$ cat config.mk
export PLATFORM = sky130hd
export DESIGN_NAME = lnk_dma_chan
export DESIGN_NICKNAME = d
export VERILOG_FILES = /design/src/rtl/lnkdma_pkg.sv /design/src/rtl/lnkdma_dpath.sv /design/src/rtl/lnkdma_ctl.sv /design/src/rtl/lnk_dma_chan.sv
export SDC_FILE = /design/constraint.sdc
export NUM_CORES = 1
export LEC_CHECK = 0
export BUFFER_PORTS_ARGS = -buffer_cell sky130_fd_sc_hd__buf_2
export CAP_MARGIN = 5
export CORE_UTILIZATION = 60
export CTS_CLUSTER_DIAMETER = 60
export DETAILED_ROUTE_END_ITERATION = 8
export GPL_TIMING_DRIVEN = 0
export PLACE_DENSITY = 0.8
export SETUP_SLACK_MARGIN = 0.02
export SLEW_MARGIN = 20
export SYNTH_ARGS = -nofsm -noshare
export SYNTH_HDL_FRONTEND = slang
export SYNTH_SLANG_ARGS = --single-unit
$ cat constraint.sdc
create_clock -name clk -period 3.9 [get_ports clk]
set_input_delay 0.39 -clock clk [delete_from_list [all_inputs] [get_ports clk]]
set_output_delay 0.39 -clock clk [all_outputs]
set_load 0.03 [all_outputs]
$ cat src/rtl/lnkdma_pkg.sv
package lnkdma_pkg;

  typedef enum logic [2:0] {
    S_IDLE,
    S_FETCH,
    S_CHECK,
    S_RD,
    S_WR,
    S_END
  } ctlState_e;

  typedef enum logic [1:0] {
    ADR_DESC,
    ADR_SRC,
    ADR_DST
  } adrSel_e;

  typedef struct packed {
    logic    loadSingle;
    logic    loadHead;
    logic    loadLink;
    logic    takeWord;
    logic    takeData;
    logic    stepElem;
    adrSel_e adrSel;
  } dpStrobe_t;

  localparam logic [1:0] MODE_OFF    = 2'd0;
  localparam logic [1:0] MODE_CHAIN  = 2'd1;
  localparam logic [1:0] MODE_SINGLE = 2'd2;

  localparam logic [1:0] WCODE_B4 = 2'd0;
  localparam logic [1:0] WCODE_B2 = 2'd2;
  localparam logic [1:0] WCODE_B1 = 2'd3;

endpackage

$ cat src/rtl/lnkdma_dpath.sv
module lnkdma_dpath
  import lnkdma_pkg::*;
#(
  parameter int DW         = 32,
  parameter int CNT_W      = 12,
  parameter int NARROW_MAX = 'h3FF,
  parameter int WIDE_MAX   = 'h7FF
) (
  input  logic            clk,
  input  logic            rstN,
  input  logic            cfgWe,
  input  logic [1:0]      cfgSel,
  input  logic [DW-1:0]   cfgData,
  input  logic            dirToDev,
  input  dpStrobe_t       stb,
  input  logic [DW-1:0]   memRdata,
  output logic [DW-1:0]   memAddr,
  output logic [DW-1:0]   memWdata,
  output logic            descValid,
  output logic            countZero,
  output logic            lastElem,
  output logic            fetchLast,
  output logic            irqFlag,
  output logic            followFlag
);

  localparam int NREG = 4;
  localparam logic [CNT_W-1:0] NarrowLim = NARROW_MAX[CNT_W-1:0];
  localparam logic [CNT_W-1:0] WideLim   = WIDE_MAX[CNT_W-1:0];

  logic [DW-1:0]    cfgReg [NREG];
  logic [DW-1:0]    wDev, wMem, wSize, wNext, ptr, dataReg;
  logic [CNT_W-1:0] cnt;
  logic [1:0]       fetchIdx;
  logic             dirReg;

  logic [1:0]       wCode;
  logic [CNT_W-1:0] wCount;
  logic [2:0]       elemBytes;
  logic             unusedSize;

  assign wCode      = wSize[CNT_W+1:CNT_W];
  assign wCount     = wSize[CNT_W-1:0];
  assign unusedSize = ^wSize[DW-1:CNT_W+2];

  // host-side parameter registers, one per select value
  for (genvar g = 0; g < NREG; g++) begin : g_cfg
    always_ff @(posedge clk) begin
      if (!rstN)                             cfgReg[g] <= '0;
      else if (cfgWe && cfgSel == 2'(g))     cfgReg[g] <= cfgData;
    end
  end

  always_comb begin
    case (wCode)
      WCODE_B1: begin elemBytes = 3'd1; descValid = (wCount <= NarrowLim); end
      WCODE_B2: begin elemBytes = 3'd2; descValid = (wCount <= NarrowLim); end
      WCODE_B4: begin elemBytes = 3'd4; descValid = (wCount <= WideLim);   end
      default:  begin elemBytes = 3'd4; descValid = 1'b0;                  end
    endcase
  end

  assign countZero  = (cnt == '0);
  assign lastElem   = (cnt == CNT_W'(1));
  assign fetchLast  = (fetchIdx == 2'd3);
  assign irqFlag    = wNext[0];
  assign followFlag = wNext[1];

  always_comb begin
    case (stb.adrSel)
      ADR_SRC: memAddr = dirReg ? wMem : wDev;
      ADR_DST: memAddr = dirReg ? wDev : wMem;
      default: memAddr = ptr;
    endcase
  end

  always_comb begin
    case (wCode)
      WCODE_B1: memWdata = dataReg & {{(DW-8){1'b0}}, 8'hFF};
      WCODE_B2: memWdata = dataReg & {{(DW-16){1'b0}}, 16'hFFFF};
      default:  memWdata = dataReg;
    endcase
  end

  always_ff @(posedge clk) begin
    if (!rstN) begin
      wDev     <= '0;
      wMem     <= '0;
      wSize    <= '0;
      wNext    <= '0;
      ptr      <= '0;
      dataReg  <= '0;
      cnt      <= '0;
      fetchIdx <= '0;
      dirReg   <= 1'b0;
    end else begin
      if (stb.loadSingle) begin
        wDev   <= cfgReg[0];
        wMem   <= cfgReg[1];
        wSize  <= cfgReg[2];
        wNext  <= cfgReg[3];
        cnt    <= cfgReg[2][CNT_W-1:0];
        dirReg <= dirToDev;
      end
      if (stb.loadHead) begin
        ptr      <= {cfgReg[3][DW-1:2], 2'b00};
        fetchIdx <= '0;
        dirReg   <= dirToDev;
      end
      if (stb.loadLink) begin
        ptr      <= {wNext[DW-1:2], 2'b00};
        fetchIdx <= '0;
      end
      if (stb.takeWord) begin
        case (fetchIdx)
          2'd0: wDev <= memRdata;
          2'd1: wMem <= memRdata;
          2'd2: begin wSize <= memRdata; cnt <= memRdata[CNT_W-1:0]; end
          default: wNext <= memRdata;
        endcase
        fetchIdx <= fetchIdx + 2'd1;
        ptr      <= ptr + DW'(4);
      end
      if (stb.takeData) dataReg <= memRdata;
      if (stb.stepElem) begin
        wMem <= wMem + {{(DW-3){1'b0}}, elemBytes};
        cnt  <= cnt - CNT_W'(1);
      end
    end
  end

endmodule

$ cat src/rtl/lnkdma_ctl.sv
module lnkdma_ctl
  import lnkdma_pkg::*;
(
  input  logic       clk,
  input  logic       rstN,
  input  logic [1:0] mode,
  input  logic       startReq,
  input  logic       memAck,
  input  logic       descValid,
  input  logic       countZero,
  input  logic       lastElem,
  input  logic       fetchLast,
  input  logic       irqFlag,
  input  logic       followFlag,
  output dpStrobe_t  stb,
  output logic       memReq,
  output logic       memWe,
  output logic [1:0] stateCode,
  output logic       donePulse,
  output logic       errPulse
);

  ctlState_e cur, nxt;
  logic      chainMode, nxtChain;
  logic      live;

  assign live = (mode != MODE_OFF);

  always_ff @(posedge clk) begin
    if (!rstN) begin
      cur       <= S_IDLE;
      chainMode <= 1'b0;
    end else begin
      cur       <= nxt;
      chainMode <= nxtChain;
    end
  end

  always_comb begin
    nxt       = cur;
    nxtChain  = chainMode;
    stb       = '0;
    memReq    = 1'b0;
    memWe     = 1'b0;
    donePulse = 1'b0;
    errPulse  = 1'b0;
    if (!live) begin
      nxt = S_IDLE;
    end else begin
      case (cur)
        S_IDLE: begin
          if (startReq && mode == MODE_SINGLE) begin
            stb.loadSingle = 1'b1;
            nxtChain       = 1'b0;
            nxt            = S_CHECK;
          end else if (startReq && mode == MODE_CHAIN) begin
            stb.loadHead = 1'b1;
            nxtChain     = 1'b1;
            nxt          = S_FETCH;
          end
        end
        S_FETCH: begin
          memReq     = 1'b1;
          stb.adrSel = ADR_DESC;
          if (memAck) begin
            stb.takeWord = 1'b1;
            if (fetchLast) nxt = S_CHECK;
          end
        end
        S_CHECK: begin
          if (!descValid) begin
            errPulse = 1'b1;
            nxt      = S_IDLE;
          end else if (countZero) begin
            nxt = S_END;
          end else begin
            nxt = S_RD;
          end
        end
        S_RD: begin
          memReq     = 1'b1;
          stb.adrSel = ADR_SRC;
          if (memAck) begin
            stb.takeData = 1'b1;
            nxt          = S_WR;
          end
        end
        S_WR: begin
          memReq     = 1'b1;
          memWe      = 1'b1;
          stb.adrSel = ADR_DST;
          if (memAck) begin
            stb.stepElem = 1'b1;
            nxt          = lastElem ? S_END : S_RD;
          end
        end
        S_END: begin
          donePulse = irqFlag;
          if (chainMode && followFlag) begin
            stb.loadLink = 1'b1;
            nxt          = S_FETCH;
          end else begin
            nxt = S_IDLE;
          end
        end
        default: nxt = S_IDLE;
      endcase
    end
  end

  always_comb begin
    case (cur)
      S_FETCH:       stateCode = 2'd1;
      S_CHECK, S_END: stateCode = 2'd2;
      S_RD, S_WR:    stateCode = 2'd3;
      default:       stateCode = 2'd0;
    endcase
  end


  abort_idle_chk: assert property (@(posedge clk) disable iff (!rstN)
    (mode == MODE_OFF) |=> (stateCode == 2'd0));


  idle_quiet_chk: assert property (@(posedge clk) disable iff (!rstN)
    (stateCode == 2'd0) |-> !memReq);


  err_idle_chk: assert property (@(posedge clk) disable iff (!rstN)
    errPulse |=> (stateCode == 2'd0));


  pulse_excl_chk: assert property (@(posedge clk) disable iff (!rstN)
    $onehot0({donePulse, errPulse}));


  busy_hold_chk: assert property (@(posedge clk) disable iff (!rstN)
    (cur == S_RD && !memAck && live) |=> (cur == S_RD));

endmodule

$ cat src/rtl/lnk_dma_chan.sv
module lnk_dma_chan
  import lnkdma_pkg::*;
#(
  parameter int DW         = 32,
  parameter int CNT_W      = 12,
  parameter int NARROW_MAX = 'h3FF,
  parameter int WIDE_MAX   = 'h7FF
) (
  input  logic          clk,
  input  logic          rstN,
  input  logic          cfgWe,
  input  logic [1:0]    cfgSel,
  input  logic [DW-1:0] cfgData,
  input  logic [1:0]    mode,
  input  logic          startReq,
  input  logic          dirToDev,
  output logic          memReq,
  output logic          memWe,
  output logic [DW-1:0] memAddr,
  output logic [DW-1:0] memWdata,
  input  logic          memAck,
  input  logic [DW-1:0] memRdata,
  output logic [1:0]    stateCode,
  output logic          donePulse,
  output logic          errPulse
);

  dpStrobe_t stb;
  logic descValid, countZero, lastElem, fetchLast, irqFlag, followFlag;

  lnkdma_ctl u_ctl (
    .clk        (clk),
    .rstN       (rstN),
    .mode       (mode),
    .startReq   (startReq),
    .memAck     (memAck),
    .descValid  (descValid),
    .countZero  (countZero),
    .lastElem   (lastElem),
    .fetchLast  (fetchLast),
    .irqFlag    (irqFlag),
    .followFlag (followFlag),
    .stb        (stb),
    .memReq     (memReq),
    .memWe      (memWe),
    .stateCode  (stateCode),
    .donePulse  (donePulse),
    .errPulse   (errPulse)
  );

  lnkdma_dpath #(
    .DW         (DW),
    .CNT_W      (CNT_W),
    .NARROW_MAX (NARROW_MAX),
    .WIDE_MAX   (WIDE_MAX)
  ) u_dpath (
    .clk        (clk),
    .rstN       (rstN),
    .cfgWe      (cfgWe),
    .cfgSel     (cfgSel),
    .cfgData    (cfgData),
    .dirToDev   (dirToDev),
    .stb        (stb),
    .memRdata   (memRdata),
    .memAddr    (memAddr),
    .memWdata   (memWdata),
    .descValid  (descValid),
    .countZero  (countZero),
    .lastElem   (lastElem),
    .fetchLast  (fetchLast),
    .irqFlag    (irqFlag),
    .followFlag (followFlag)
  );

endmodule

==> flow_summary.json <==
{
  "yosysMostFrequentCell": "nand2_1",
  "ant_nets": 0,
  "drt_iter0_markers": 2103,
  "tightest_slew_ps": 1000,
  "clk-insertion-delay-late_ps": 520,
  "max-slew-margin-rel_pct": 33.33,
  "yosys.area.top_type": "dfxtp_1",
  "start_kind": "flop",
  "stdcell_area_um2": 18010,
  "numCtsBuffers": 34,
  "coreArea_um2": 25250,
  "grt_util_met2_pct": 65.23,
  "setup_tns_ps": -1.036,
  "synth_cell_types": 78,
  "criticalPathCategory": "reg -> out",
  "dr.pass1.iters": 6,
  "clk_pin_slew_worst_paths_ps": 60,
  "fillers": 1982,
  "setup_ws_ps": -1.036,
  "end_kind": "primary output",
  "hp-class": "in -> reg",
  "violations": "setup timing",
  "netlist_instances": 1739,
  "rsz0062_at_grt": "true",
  "synth.avg_cell_area_um2": 8.897,
  "ios": 144,
  "slew_viol_final": 0,
  "drv_cap": 0,
  "yosys-top-cells-count": "nand2_1, dfxtp_1, nor2_1",
  "n_antenna_cell": 0,
  "yosysSeqAreaShare_pct": 44.77,
  "ys_async_sr_fraction_pct": 0,
  "max-clock-path-buffers": 3,
  "synth-edff-count": 110,
  "cellLeakagePower_nw": 6.944,
  "overflow": 0,
  "clk_root_buffer_cell": "clkbuf_16",
  "status": "finished with violations",
  "drive_gt1_share_pct": 17.12,
  "ir_drop_uv": 368.9,
  "cts_tree": "done",
  "vias": 15270,
  "grt_pass1_wl_um": 86100,
  "gr-usage-all-layers_pct": 44.30,
  "hold_depth": 2,
  "min_period_over_period_pct": 100.0,
  "grt_use_met1_pct": 58.12,
  "met3_usage_pct": 15.15,
  "synth.area.top_cells": "dfxtp_1, edfxtp_1, nand2_1, and2_1, a311oi_1",
  "chipHeight_um": 162.6,
  "worstPathMaxFanout": 10,
  "yosysTopAreaCellShare_pct": 23.42,
  "grt_busiest_layer": "met2",
  "syn-num-nets": 1827,
  "synth-main-ff-cell": "dfxtp_1",
  "htree_num_levels": 2,
  "netlist_area_um2": 15470,
  "finalHoldViolCount": 0,
  "die_w_um": 162.6,
  "gp_congestion": 0.9894,
  "syn_to_final_growth_pct": 16.42,
  "grt_max_degree": 30,
  "drc_errors": 0,
  "worstPathArrival_ps": 3510,
  "clock_sinks": 291,
  "hold_buffers": 0,
  "start_util_pct": 61.27,
  "powerDensity_nw_per_um2": 429.5,
  "crit_required_ps": 3510,
  "fin_crit_ps": 3901,
  "portBuffers": 143,
  "ys_warn_count": 0,
  "grt_pass1_vias": 14200,
  "rows": 58,
  "via_per_inst": 6.713,
  "place_area_um2": 16710,
  "setup_viol_count_final": 1,
  "antenna_found_initial": 1,
  "timing.fmax_mhz": 256.3,
  "place_hpwl_um": 43490,
  "nets": 2008,
  "dieArea_um2": 26430,
  "ys_ff_latch": 291,
  "route.detailed.wl_per_inst_um": 25.95,
  "wl_um": 59030,
  "reg2reg_depth": 10,
  "finalClockSkew_ps": 16.58
}
-- state kept, by name (all words and copies together) (netlist names) --
signal / cells
u_dpath.ptr: 30
u_dpath.wDev: 32
u_dpath.cfgReg: 110
u_dpath.wSize: 4
u_dpath.wMem: 32
u_ctl.cur: 3
u_dpath.wNext: 32
u_ctl.chainMode: 1
u_dpath.fetchIdx: 2
u_dpath.dataReg: 32
u_dpath.cnt: 12
u_dpath.dirReg: 1
-- worst paths after layout --
path	from	endpoint	slack, ps
worst max-delay path	u_ctl.cur[1]	memAddr[21]	-1
worst min-delay path	cfgData[16]	u_dpath.cfgReg[0][16]	160
worst max register to register	u_dpath.wSize[13]	u_dpath.wMem[30]	800
worst min register to register	u_dpath.dataReg[22]	u_dpath.dataReg[22]	450
-- cell families after synthesis --
kind of cell | Yosys count | share of synthesized area (%)
simple gates | 738 | 23.44
compound gates | 443 | 21.08
flops | 291 | 44.77
buf+inv | 178 | 4.981
xor+xnor | 47 | 2.660
mux | 28 | 1.884
fa+ha+maj | 14 | 1.181
-- placed cells by master, fill, tap and decap left out, drive strengths merged, types with 13 or more instances in the layout --
cell    count
a21o       32
a221oi     33
xor2       24
clkbuf    143
nand3      34
a31oi      14
a22oi      38
buf       213
dfxtp     181
o21ai      45
ha         13
and2      126
mux2i      19
nor2b      18
a311oi     66
nand2     314
nor2      134
xnor2      23
nor3       22
nor4       14
inv        14
nand4      19
a211oi     45
a21oi      71
o211a      15
edfxtp    110
and3       26
-- routing by layer --
metal | up-vias | part of all wire [%]
li1 | 6682 | -
met4 | 2 | 5.1
met3 | 210 | 15
met1 | 7207 | 37
met5 | - | 0.015
met2 | 1171 | 42
-- final cells by class --
cell class	instances	area, um^2	area share, %
sequential	291	6927	38.45
timing repair buffer	147	798.3	4.431
multi-input combinational	1270	7930	44.02
clock inverter	14	178.9	0.9933
tap	330	412.9	2.292
clock buffer	47	983.4	5.459
buffer	162	730.7	4.056
inverter	14	52.55	0.2917
-- critical path, cell delays in order (launching register included) --
cell and delay (ps):
dfxtp_1 470, buf_2 260, o21ai_0 180, nor2_2 300, ha_2 330, buf_1 250
clkbuf_2 330, a211oi_1 520, a21o_1 160, buf_2 200
-- where the power goes --
part / internal (mW) / switching [mW]
clock: 2.03 / 1.30
sequential: 3.33 / 0.156
combinational: 0.294 / 0.617
total: 5.66 / 2.08
-- stage by stage --
stage	instances	worst slack [ps]	util (%)	power [mW]	hold WS [ps]
6_report	2275	-1.036	71.33	7.737	158.2
5_1_grt	2275	4.635	71.33	7.893	170.3
4_1_cts	2276	29.98	71.10	7.670	157.2
3_5_place_dp	2215	-135.7	66.19	4.399	442.2
3_3_place_gp	2212	-978.0	65.74	4.373	437.8
2_1_floorplan	1739	613.9	-	4.009	431.7
-- timing repair --
| action | CTS | global route |
|---|---|---|
| gates resized for setup | 25 | 19 |
| buffers inserted | 1 | 0 |
| setup endpoints to repair | 32 | 30 |
| pin swaps | 1 | 2 |
(Power assumes the default switching activity.)
